`config.mk`:
```
export PLATFORM = sky130hd
export DESIGN_NAME = pwr_pin_ctrl
export DESIGN_NICKNAME = d
export VERILOG_FILES = /design/src/rtl/pwr_pin_pkg.sv /design/src/rtl/pwr_edge_det.sv /design/src/rtl/pwr_pin_drv.sv /design/src/rtl/pwr_pin_ctrl.sv
export SDC_FILE = /design/constraint.sdc
export NUM_CORES = 1
export LEC_CHECK = 0
export BUFFER_PORTS_ARGS = -buffer_cell sky130_fd_sc_hd__buf_2
export CORE_MARGIN = 4
export CORE_UTILIZATION = 40
export DETAILED_ROUTE_END_ITERATION = 8
export PLACE_DENSITY_LB_ADDON = 0.25
export SLEW_MARGIN = 30
export SYNTH_ARGS = -nofsm -noshare
export SYNTH_HDL_FRONTEND = slang
export SYNTH_SLANG_ARGS = --single-unit
export TNS_END_PERCENT = 1
```
`constraint.sdc`:
```
create_clock -name clk -period 1 [get_ports clk]
set_input_delay 0.1 -clock clk [delete_from_list [all_inputs] [get_ports clk]]
set_output_delay 0.1 -clock clk [all_outputs]
set_load 0.05 [all_outputs]
```
`src/rtl/pwr_pin_pkg.sv`:
```
package pwr_pin_pkg;
   localparam int ADR_MODE = 0;
   localparam int ADR_CMD  = 1;
   localparam int ADR_PINS = 2;

   typedef enum logic [1:0] {
      PIN_KEEP   = 2'b00,
      PIN_LOW    = 2'b01,
      PIN_HIGH   = 2'b10,
      PIN_TOGGLE = 2'b11
   } pin_sel_e;

   typedef enum logic [1:0] {
      EDGE_NONE = 2'b00,
      EDGE_RISE = 2'b01,
      EDGE_FALL = 2'b10,
      EDGE_BOTH = 2'b11
   } edge_sel_e;

   typedef struct packed {
      logic      alarm_shdn_en;
      logic      alarm_wake_en;
      edge_sel_e edge_sel;
      pin_sel_e  wake_sel;
      pin_sel_e  shdn_sel;
   } mode_t;
endpackage

```
`src/rtl/pwr_edge_det.sv`:
```
module pwr_edge_det #(
   parameter int SYNC_STAGES = 2
) (
   input  logic clk,
   input  logic rst_n,
   input  logic async_i,
   output logic rise_o,
   output logic fall_o
);
   logic [SYNC_STAGES-1:0] sync_q;
   logic                   prev_q;

   if (SYNC_STAGES < 2) begin : g_bad_stages
      $error("pwr_edge_det: SYNC_STAGES must be at least 2");
   end

   for (genvar i = 0; i < SYNC_STAGES; i++) begin : g_sync
      always_ff @(posedge clk or negedge rst_n) begin
         if (!rst_n)
            sync_q[i] <= 1'b0;
         else if (i == 0)
            sync_q[i] <= async_i;
         else
            sync_q[i] <= sync_q[(i == 0) ? 0 : i-1];
      end
   end

   always_ff @(posedge clk or negedge rst_n) begin
      if (!rst_n) prev_q <= 1'b0;
      else        prev_q <= sync_q[SYNC_STAGES-1];
   end

   assign rise_o =  sync_q[SYNC_STAGES-1] & ~prev_q;
   assign fall_o = ~sync_q[SYNC_STAGES-1] &  prev_q;
endmodule

```
`src/rtl/pwr_pin_drv.sv`:
```
module pwr_pin_drv
   import pwr_pin_pkg::*;
#(
   parameter logic RST_LVL = 1'b0
) (
   input  logic     clk,
   input  logic     rst_n,
   input  logic     apply_i,
   input  pin_sel_e sel_i,
   input  logic     force_lo_i,
   output logic     pin_o
);
   always_ff @(posedge clk or negedge rst_n) begin
      if (!rst_n)
         pin_o <= RST_LVL;
      else if (force_lo_i)
         pin_o <= 1'b0;
      else if (apply_i) begin
         case (sel_i)
            PIN_LOW:    pin_o <= 1'b0;
            PIN_HIGH:   pin_o <= 1'b1;
            PIN_TOGGLE: pin_o <= ~pin_o;
            default:    pin_o <= pin_o;
         endcase
      end
   end
endmodule

```
`src/rtl/pwr_pin_ctrl.sv`:
```
module pwr_pin_ctrl
   import pwr_pin_pkg::*;
#(
   parameter int   ADDR_W      = 2,
   parameter int   DATA_W      = 8,
   parameter int   SYNC_STAGES = 2,
   parameter logic SHDN_RST    = 1'b1,
   parameter logic WAKE_RST    = 1'b0
) (
   input  logic              clk,
   input  logic              rst_n,
   input  logic              wr_en,
   input  logic [ADDR_W-1:0] wr_addr,
   input  logic [DATA_W-1:0] wr_data,
   input  logic [ADDR_W-1:0] rd_addr,
   output logic [DATA_W-1:0] rd_data,
   input  logic              wake_i,
   input  logic              alarm_i,
   output logic              shdn_o,
   output logic              wake_o,
   output logic              wake_evt_o
);
   localparam int MODE_W = $bits(mode_t);

   if (DATA_W < MODE_W) begin : g_bad_width
      $error("pwr_pin_ctrl: DATA_W must hold the mode register");
   end
   if (ADDR_W < 2) begin : g_bad_addr
      $error("pwr_pin_ctrl: ADDR_W must be at least 2");
   end

   mode_t mode_q;
   logic  wr_mode, wr_cmd;
   logic  shdn_apply, wake_apply, alarm_shdn;
   logic  in_rise, in_fall, edge_hit, evt_q;

   assign wr_mode = wr_en && (wr_addr == ADDR_W'(ADR_MODE));
   assign wr_cmd  = wr_en && (wr_addr == ADDR_W'(ADR_CMD));

   always_ff @(posedge clk or negedge rst_n) begin
      if (!rst_n)       mode_q <= '0;
      else if (wr_mode) mode_q <= mode_t'(wr_data[MODE_W-1:0]);
   end

   assign shdn_apply = wr_cmd & wr_data[0];
   assign wake_apply = wr_cmd & wr_data[1];
   assign alarm_shdn = alarm_i & mode_q.alarm_shdn_en;

   pwr_pin_drv #(.RST_LVL(SHDN_RST)) u_shdn (
      .clk(clk), .rst_n(rst_n), .apply_i(shdn_apply), .sel_i(mode_q.shdn_sel),
      .force_lo_i(alarm_shdn), .pin_o(shdn_o));

   pwr_pin_drv #(.RST_LVL(WAKE_RST)) u_wake (
      .clk(clk), .rst_n(rst_n), .apply_i(wake_apply), .sel_i(mode_q.wake_sel),
      .force_lo_i(1'b0), .pin_o(wake_o));

   pwr_edge_det #(.SYNC_STAGES(SYNC_STAGES)) u_edge (
      .clk(clk), .rst_n(rst_n), .async_i(wake_i), .rise_o(in_rise), .fall_o(in_fall));

   always_comb begin
      case (mode_q.edge_sel)
         EDGE_RISE: edge_hit = in_rise;
         EDGE_FALL: edge_hit = in_fall;
         EDGE_BOTH: edge_hit = in_rise | in_fall;
         default:   edge_hit = 1'b0;
      endcase
   end

   always_ff @(posedge clk or negedge rst_n) begin
      if (!rst_n) evt_q <= 1'b0;
      else        evt_q <= edge_hit | (alarm_i & mode_q.alarm_wake_en);
   end
   assign wake_evt_o = evt_q;

   always_comb begin
      rd_data = '0;
      if (rd_addr == ADDR_W'(ADR_MODE))
         rd_data[MODE_W-1:0] = mode_q;
      else if (rd_addr == ADDR_W'(ADR_PINS))
         rd_data[1:0] = {wake_o, shdn_o};
   end
endmodule

```
==> impl_metrics.env <==
export IMPL_required_ns=0.90
export IMPL_io_buffer_count=27
export IMPL_grt_util_all_layers=0.156
export IMPL_cts_max_path_buffers=2
export IMPL_io_pins=28
export IMPL_cap_viol_max_count=0
export IMPL_dieArea_um2=2310
export IMPL_setup_viol=11
export IMPL_crit_arrival_ns=1.15
export IMPL_cts_root_buf="clkbuf_4"
export IMPL_start_util=0.425
export IMPL_synth_area_leader_cell="dfrtp_1"
export IMPL_syn_to_final_growth_pct=62.9
export IMPL_p_clk_frac=0.212
export IMPL_final_nets=112
export IMPL_antenna_found_initial=0
export IMPL_power_density_nw_per_um2=1830
export IMPL_synthDistinctLibCells=15
export IMPL_ys_seq_elements=14
export IMPL_hold_viol=0
export IMPL_chipHeight_um=48.0
export IMPL_clkSinkCount=14
export IMPL_clkLatencyLatePin_ns=0.28
export IMPL_p_leak_nw=0.504
export IMPL_synth_top_cell_area_share=0.508
export IMPL_cts_clk_slew_worst_paths_ns=0.09
export IMPL_vias_per_cell=5.08
export IMPL_fillCellCount=121
export IMPL_first_iter_violations=3
export IMPL_first_pass_iters=2
export IMPL_criticalPathCategory="reg -> out"
export IMPL_yosys_warnings=0
export IMPL_timing_final_ws_setup_ns=-0.248
export IMPL_synthArstFlopShare=1.00
export IMPL_cp_start_kind="register"
export IMPL_seq_area_frac_synth=0.549
export IMPL_instances_no_fill=108
export IMPL_vias=549
export IMPL_cts_htree_levels=1
export IMPL_max_freq_mhz=802
export IMPL_switching_power_w=0.000670
export IMPL_period_needed_ns=1.25
export IMPL_violations="negative setup slack"
export IMPL_yosys_top_cells_area="dfrtp_1 51%, mux2_2 14%, and2_1 5.9%, dfstp_2 4.1%, ha_1 3.9%"
export IMPL_remaining_drc_errors=0
export IMPL_n_antenna_cell=0
export IMPL_dp_hpwl_um=1140
export IMPL_overflow=0
export IMPL_die_w_um=48.0
export IMPL_coreArea_um2=1510
export IMPL_cp_max_fo=2
export IMPL_timing_slew_headroom=0.787
export IMPL_p_int_w=0.00124
export IMPL_grt_pass1_wl_um=2400
export IMPL_comb_power_share=0.389
export IMPL_final_common_cell="buf_2"
export IMPL_syn_area_um2=641
export IMPL_finalInstanceArea_um2=1040
export IMPL_vdd_ir_drop_max_v=0.000980
export IMPL_dp_cells=102
export IMPL_antenna_left=0
export IMPL_crit_path_end_kind="output pin"
export IMPL_row_count=14
export IMPL_routed_wl_um=1500
export IMPL_synth_fp_nets=69
export IMPL_grt_pass1_vias=552
export IMPL_cts_setup_buffers=0
export IMPL_gp_congestion=0.685
export IMPL_status="finished, violations left"
export IMPL_final_cell_mix="16 x buf_2, 12 x dfrtp_1, 10 x buf_4"
export IMPL_pwr_share_seq=0.399
export IMPL_min_path_type="in -> reg"
export IMPL_synth_edff_count=0
export IMPL_post_route_period_util=1.25
export IMPL_rsz0062_at_grt="true"
export IMPL_tightest_slew_ns=0.319
export IMPL_drive_gt1_frac=0.685
export IMPL_dpl_cell_area_um2=883
export IMPL_syn_inst=50
export IMPL_cts_buffers=3
export IMPL_maxSlewViolCount=0
export IMPL_fin_skew_ns=0.00566
export IMPL_synthFlopType="dfrtp_1"
export IMPL_switching_share=0.350
export IMPL_wl_per_cell_um=13.9
export IMPL_grt_max_degree=15
export IMPL_cts_tree="yes"
export IMPL_synth_area_per_cell_um2=12.8
==> critical path, stage by stage, from the launching register on <==
cell	delay, ns
dfstp_2	0.54
mux2i_2	0.08
nor2_4	0.10
buf_8	0.15
==> what timing repair did <==
action | CTS | global route
gates resized for setup | 29 | 4
hold buffers | 2 | 0
hold endpoints to repair | 15 | 0
pin swaps | 1 | 0
endpoints found under the setup margin | 11 | 12
==> cell type report <==
| cell class | count | area, µm² | share of cell area |
|---|---|---|---|
| Clock buffer | 4 | 36.3 | 0.0348 |
| Inverter | 2 | 7.51 | 0.00719 |
| Multi-Input combinational cell | 34 | 328 | 0.314 |
| Sequential cell | 14 | 353 | 0.338 |
| Tap cell | 16 | 20.0 | 0.0192 |
| Timing Repair Buffer | 38 | 299 | 0.287 |
==> metrics by stage <==
step	utilization	total power, W	hold slack [ns]	setup slack [ns]	TNS, ns
2_1_floorplan	-	0.00115	-0.196	-0.232	-0.399
3_3_place_gp	0.586	0.00135	0.00705	-0.106	-0.373
3_5_place_dp	0.586	0.00137	0.0166	-0.133	-0.662
4_1_cts	0.686	0.00192	0.0357	-0.255	-1.45
5_1_grt	0.693	0.00201	0.0325	-0.290	-1.83
6_report	0.693	0.00191	0.0423	-0.248	-1.33
==> final timing paths <==
check                            startpoint          endpoint  slack, ns  depth (start not counted)
max in group asynchronous             rst_n      u_shdn.pin_o       0.47                          2
max reg2reg                u_edge.sync_q[1]        wake_evt_o      -0.14                          5
min reg2reg                u_edge.sync_q[0]  u_edge.sync_q[1]       0.37                          0
min                              wr_data[5]         mode_q[5]       0.04                          2
min in group asynchronous             rst_n  u_edge.sync_q[0]       0.23                          2
max                            u_shdn.pin_o        rd_data[0]      -0.25                          3
==> cells by family after synthesis <==
logic type | Yosys count | share of synthesized area
fa+ha+maj | 2 | 0.0391
compound gates | 6 | 0.0645
buf+inv | 2 | 0.0117
flops | 14 | 0.549
mux | 10 | 0.172
simple gates | 16 | 0.164
==> power groups by stage <==
stage                     logic (W)  clock network [W]  registers, W
after floorplan            0.000279                  0      0.000871
after global placement     0.000604                  0      0.000749
after detailed placement   0.000617                  0      0.000757
after CTS                  0.000737           0.000420      0.000763
after global routing       0.000789           0.000448      0.000777
final                      0.000744           0.000406      0.000762
==> registers in the layout, indices dropped and copies added (netlist names) <==
signal	flops
u_wake.pin_o	1
u_edge.prev_q	1
mode_q	8
wake_evt_o	1
u_edge.sync_q	2
u_shdn.pin_o	1
==> cell usage after synthesis, types with 2 or more instances <==
master	count
mux2_2	8
mux2i_1	2
and4b_2	2
and2_1	6
dfrtp_1	13
ha_1	2
inv_1	2
a21oi_1	3
nor2_1	6
==> per-layer routing <==
layer	wire (µm)	up-vias	share of wire	GRT usage
met5	0	-	0	0
met4	37	0	0.025	0.0968
met3	100	5	0.067	0.0451
met2	723	22	0.48	0.237
met1	641	262	0.43	0.192
li1	-	260	-	-
Power figures use the tool's default switching activity.
